[src/rtl/step_sequencer.sv]
module step_sequencer #(
  parameter int OP_W = 6,
  parameter int CNT_W = 32,
  parameter logic [OP_W-1:0] OP_ALU   = 6'b000000,
  parameter logic [OP_W-1:0] OP_LOAD  = 6'b100011,
  parameter logic [OP_W-1:0] OP_STORE = 6'b101011,
  parameter logic [OP_W-1:0] OP_BEQ   = 6'b000100
) (
  input  logic             clk,
  input  logic             rst,
  input  logic             start,
  input  logic [OP_W-1:0]  opcode,
  output logic             ir_load,
  output logic             rf_read,
  output logic             alu_op,
  output logic             mem_rd,
  output logic             mem_wr,
  output logic             rf_write,
  output logic             pc_update,
  output logic             done,
  output logic [CNT_W-1:0] cycle_count,
  output logic [CNT_W-1:0] retired_count
);

  typedef enum logic [2:0] {
    S_FETCH, S_DECODE, S_EXEC, S_MEMRD, S_MEMWR, S_WB, S_BRANCH, S_NOP
  } step_t;

  step_t           step_q, step_d;
  logic [OP_W-1:0] op_q;
  logic            busy;

  assign busy = (step_q != S_FETCH) || start;

  always_comb begin
    step_d = step_q;
    case (step_q)
      S_FETCH:  if (start) step_d = S_DECODE;
      S_DECODE: begin
        if (op_q == OP_ALU || op_q == OP_LOAD || op_q == OP_STORE) step_d = S_EXEC;
        else if (op_q == OP_BEQ) step_d = S_BRANCH;
        else step_d = S_NOP;
      end
      S_EXEC: begin
        if (op_q == OP_LOAD) step_d = S_MEMRD;
        else if (op_q == OP_STORE) step_d = S_MEMWR;
        else step_d = S_WB;
      end
      S_MEMRD:  step_d = S_WB;
      default:  step_d = S_FETCH;
    endcase
  end

  always_ff @(posedge clk) begin
    if (rst) begin
      step_q        <= S_FETCH;
      op_q          <= '0;
      cycle_count   <= '0;
      retired_count <= '0;
    end else begin
      step_q <= step_d;
      if (ir_load) op_q <= opcode;
      if (busy) cycle_count <= cycle_count + 1'b1;
      if (done) retired_count <= retired_count + 1'b1;
    end
  end

  assign ir_load   = (step_q == S_FETCH) && start;
  assign rf_read   = (step_q == S_DECODE);
  assign alu_op    = (step_q == S_EXEC) || (step_q == S_BRANCH);
  assign mem_rd    = (step_q == S_MEMRD);
  assign mem_wr    = (step_q == S_MEMWR);
  assign rf_write  = (step_q == S_WB);
  assign pc_update = ir_load || (step_q == S_BRANCH);
  assign done      = (step_q == S_WB) || (step_q == S_MEMWR) ||
                     (step_q == S_BRANCH) || (step_q == S_NOP);

endmodule

[config.mk]
export PLATFORM = sky130hd
export DESIGN_NAME = step_sequencer
export DESIGN_NICKNAME = d
export VERILOG_FILES = /design/src/rtl/step_sequencer.sv
export SDC_FILE = /design/constraint.sdc
export NUM_CORES = 1
export LEC_CHECK = 0
export ABC_AREA = 1
export BUFFER_PORTS_ARGS = -buffer_cell sky130_fd_sc_hd__buf_4
export CORE_MARGIN = 4
export CORE_UTILIZATION = 45
export CTS_BUF_LIST = sky130_fd_sc_hd__clkbuf_8 sky130_fd_sc_hd__clkbuf_16
export DETAILED_ROUTE_END_ITERATION = 10
export GPL_ROUTABILITY_DRIVEN = 0
export PLACE_DENSITY = 0.67
export SLEW_MARGIN = 30
export SYNTH_ARGS = -nofsm -noshare
export SYNTH_HDL_FRONTEND = slang
export SYNTH_SLANG_ARGS = --single-unit
[constraint.sdc]
create_clock -name clk -period 2.9 [get_ports clk]
set_clock_uncertainty 0.1 [all_clocks]
set_input_delay 0.145 -clock clk [delete_from_list [all_inputs] [get_ports clk]]
set_output_delay 0.145 -clock clk [all_outputs]
set_load 0.02 [all_outputs]
==> impl_metrics.yaml <==
synth:
  synth-adder-area-share_pct: 0.622
  synth_top_area_share_pct: 36.3
  synth_top_cell_by_area: "dfxtp_1"
  ys_warn_count: 0
  synthCells: 627
  yosys.area_share.simple_pct: 43.4
  ys_seq_area_share_pct: 36.3
  synth_compound_area_share_pct: 9.29
  yosys_most_used_dff: "dfxtp_1"
  synth_area_leaders: "dfxtp_1 36%, nand2_1 14%, nor2_1 10%"
  yosys_register_bits: 73
  synth_area_sq_um: 4030
  synthesis.nets: 638
  synth_top_family_by_area: "simple AND/OR/NAND/NOR gates"
  muxShareOfSynthArea_pct: 0
  synth_area_per_cell_sq_um: 6.42
  synthXorXnorAreaFrac_pct: 0.218
  synth.distinct_cells: 30
  synth-async-reset-ratio_pct: 0
  synth_edf_count: 0
critical_path:
  critPathKind: "reg2out"
  rr_startpoint: "step_q[2]$_SDFFE_PP0P_"
  r2r-end: "cycle_count[25]$_SDFFE_PP0P_"
  crit_fanout: 11
  r2r_cells: 7
  required_ps: 2650
  worst_setup_path_start_kind: "register"
  cpMaxStageDelayCell: "dfxtp_1"
  arrival_ps: 1750
  cpPeakStageDelay_ps: 580
  critPathMostFrequentCell: "inv_2"
  crit_chain: "inv_2 > nand2_1 > nor2_2 > inv_2 > o21ai_0 > buf_4"
  r2r_slack_ps: 1010
  crit_path_end_kind: "primary output"
final_layout:
  diodes: 0
  register_area_sq_um: 1460
  multi_input_area_sq_um: 2160
  final_nets: 728
  stdcell_count: 829
  area_growth_pct: 24.0
  nFillCells: 861
  drive_gt1_share_pct: 19.3
grt:
  overflow: 0
  use_met1_pct: 25.4
  grt_use_met3_pct: 4.13
  grt_pass1_wl_mm: 17.3
  grtUsageTotal_pct: 20.4
  met2_usage_pct: 35.4
  grt_antenna_before_repair: 0
  grt_pass1_vias: 3867
  grt_max_degree: 38
  grt.busiest_layer: "met2"
die:
  rows: 34
  die_area_sq_um: 10500
  pin_count: 81
  start_util_pct: 46.2
  core_area_sq_um: 8720
  dieHeight_um: 103
  die_w_um: 103
route:
  dr.pass1.iters: 4
  wire_per_inst_um: 12.3
  ant_nets: 0
  drt-total-wl_mm: 10.2
  vias: 4116
  drt_iter0_drc: 123
  avgViaCountPerCell: 4.97
  drcViolationCount: 0
timing:
  period_minus_slack_ps: 1990
  relSlewSlack_pct: 69.8
  drv_slew: 0
  rsz0062_at_grt: "no"
  hold_viol: 0
  fmax_mhz: 503
  setup_viol: 0
  tightestPinTransition_ps: 450
  final.period_utilization_pct: 68.6
  tns_ps: 0
power_and_ir_drop:
  p_per_area_nw_per_um2: 455
  ir_worst_vdd_v: 0.000210
  p_leak_nw: 2.33
cts:
  cts_resized: 0
  cts_buffers: 9
  htreeDepth: 3
  cts.clk_slew.worst_paths_ps: 80
  clk_path_buf_depth: 2
  root_buffer: "clkbuf_8"
  cts_tree: "done"
  cts_sinks: 73
  cts_setup_buffers: 0
  insertion_delay_ps: 340
min_path:
  hold_depth: 4
  hold_path.class: "in2reg"
  hold-path-endpoint: "cycle_count[0]$_SDFFE_PP0P_"
  hold_start: "start"
run:
  cap_violations: 0
placed_design:
  dp_hpwl_mm: 7.79
  placedCellCount: 807
  port_buffers: 80
outcome:
  status: "finished clean"
registers in the layout, summed over array words and instances, names as in the netlist:
| signal | flops |
|---|---|
| op_q | 6 |
| retired_count | 32 |
| cycle_count | 32 |
| step_q | 3 |
where the power goes:
part           switching (mW)  leakage (nW)  internal [mW]
sequential             0.0601         0.590           1.05
combinational           0.232          1.64          0.132
clock                   0.386        0.0981          0.415
total                   0.679          2.33           1.59
stage by stage:
stage / total power [mW] / cell area [sq um] / setup slack [ps] / util (%) / hold slack (ps)
detailed placement: 1.48 / 4730 / 1030 / 54.2 / 292
finish: 2.27 / 4990 / 910 / 57.2 / 193
CTS: 2.30 / 4990 / 922 / 57.2 / 172
floorplan: 1.37 / 4030 / 1270 / - / 114
global route: 2.38 / 4990 / 756 / 57.2 / 197
global placement: 1.48 / 4730 / 1080 / 54.2 / 265
cell usage after synthesis (3+ instances only):
master / instances
dfxtp_1: 73
o21ai_1: 7
nand4_1: 17
o21ai_0: 24
nand2_1: 152
a21oi_1: 35
nor2_8: 4
nand2_2: 3
o21bai_1: 3
nand3_2: 3
nor2_2: 9
inv_1: 86
clkbuf_1: 5
nand3_1: 51
nor2_4: 7
inv_2: 10
nor3_1: 11
nor2_1: 109
area by class of cell:
| class | count | area share, % |
|---|---|---|
| Multi-Input combinational cell | 448 | 43.2 |
| Sequential cell | 73 | 29.3 |
| Tap cell | 108 | 2.71 |
| Inverter | 96 | 7.22 |
| Clock inverter | 5 | 1.13 |
| Clock buffer | 10 | 2.76 |
| Timing Repair Buffer | 89 | 13.7 |
repair_timing:
action	4_1_cts	5_1_grt
endpoints found under the setup margin	0	0
endpoints found under the hold margin	11	0
hold buffers	7	0
kinds of logic after synthesis:
| family | Yosys count |
|---|---|
| AO/OA/AOI/OAI | 72 |
| AND/OR/NAND/NOR | 373 |
| flip-flops | 73 |
| XOR/XNOR | 1 |
| buffers and inverters | 106 |
| adder cells (fa/ha/maj) | 2 |
how the worst max path moves through the flow:
stage / to / slack [ps] / cells after the start / startpoint
floorplan: retired_count[16]$_SDFFE_PP0P_ / 1270 / 8 / retired_count[0]$_SDFFE_PP0P_
CTS: pc_update / 920 / 6 / step_q[2]$_SDFFE_PP0P_
detailed placement: cycle_count[25]$_SDFFE_PP0P_ / 1030 / 7 / step_q[2]$_SDFFE_PP0P_
global placement: cycle_count[25]$_SDFFE_PP0P_ / 1080 / 7 / step_q[2]$_SDFFE_PP0P_
global route: pc_update / 760 / 6 / step_q[2]$_SDFFE_PP0P_
finish: pc_update / 910 / 6 / step_q[2]$_SDFFE_PP0P_
cell usage in the layout, fill, tap and decap left out:
cell and n:
a21oi_1 35, a31oi_1 1, buf_4 82, bufinv_16 1, clkbuf_8 10, clkinv_2 2
clkinv_4 1, clkinvlp_4 1, dfxtp_1 73, dlygate4sd3_1 7, ha_1 2, inv_1 86
inv_2 10, nand2_1 152, nand2_2 3, nand2_4 2, nand3_1 51, nand3_2 3
nand3_4 2, nand4_1 17, nand4_2 1, nor2_1 109, nor2_2 9, nor2_4 7
nor2_8 4, nor3_1 11, nor3_2 1, nor3b_1 1, o21a_1 2, o21ai_0 24
o21ai_1 7, o21bai_1 3, xor2_1 1
worst max-delay path: cells and delay by family, from the launching register on:
family,cells,cell delay (ps)
AO/OA/AOI/OAI,1,140
buffers and inverters,3,500
flip-flops,1,580
AND/OR/NAND/NOR,2,190
layer usage:
layer / up-vias / share of wire, %
met5: - / 0
met1: 1864 / 45
met3: 10 / 4.6
met2: 88 / 49
li1: 2154 / -
met4: 0 / 1.1
Power figures use the tool's default switching activity.
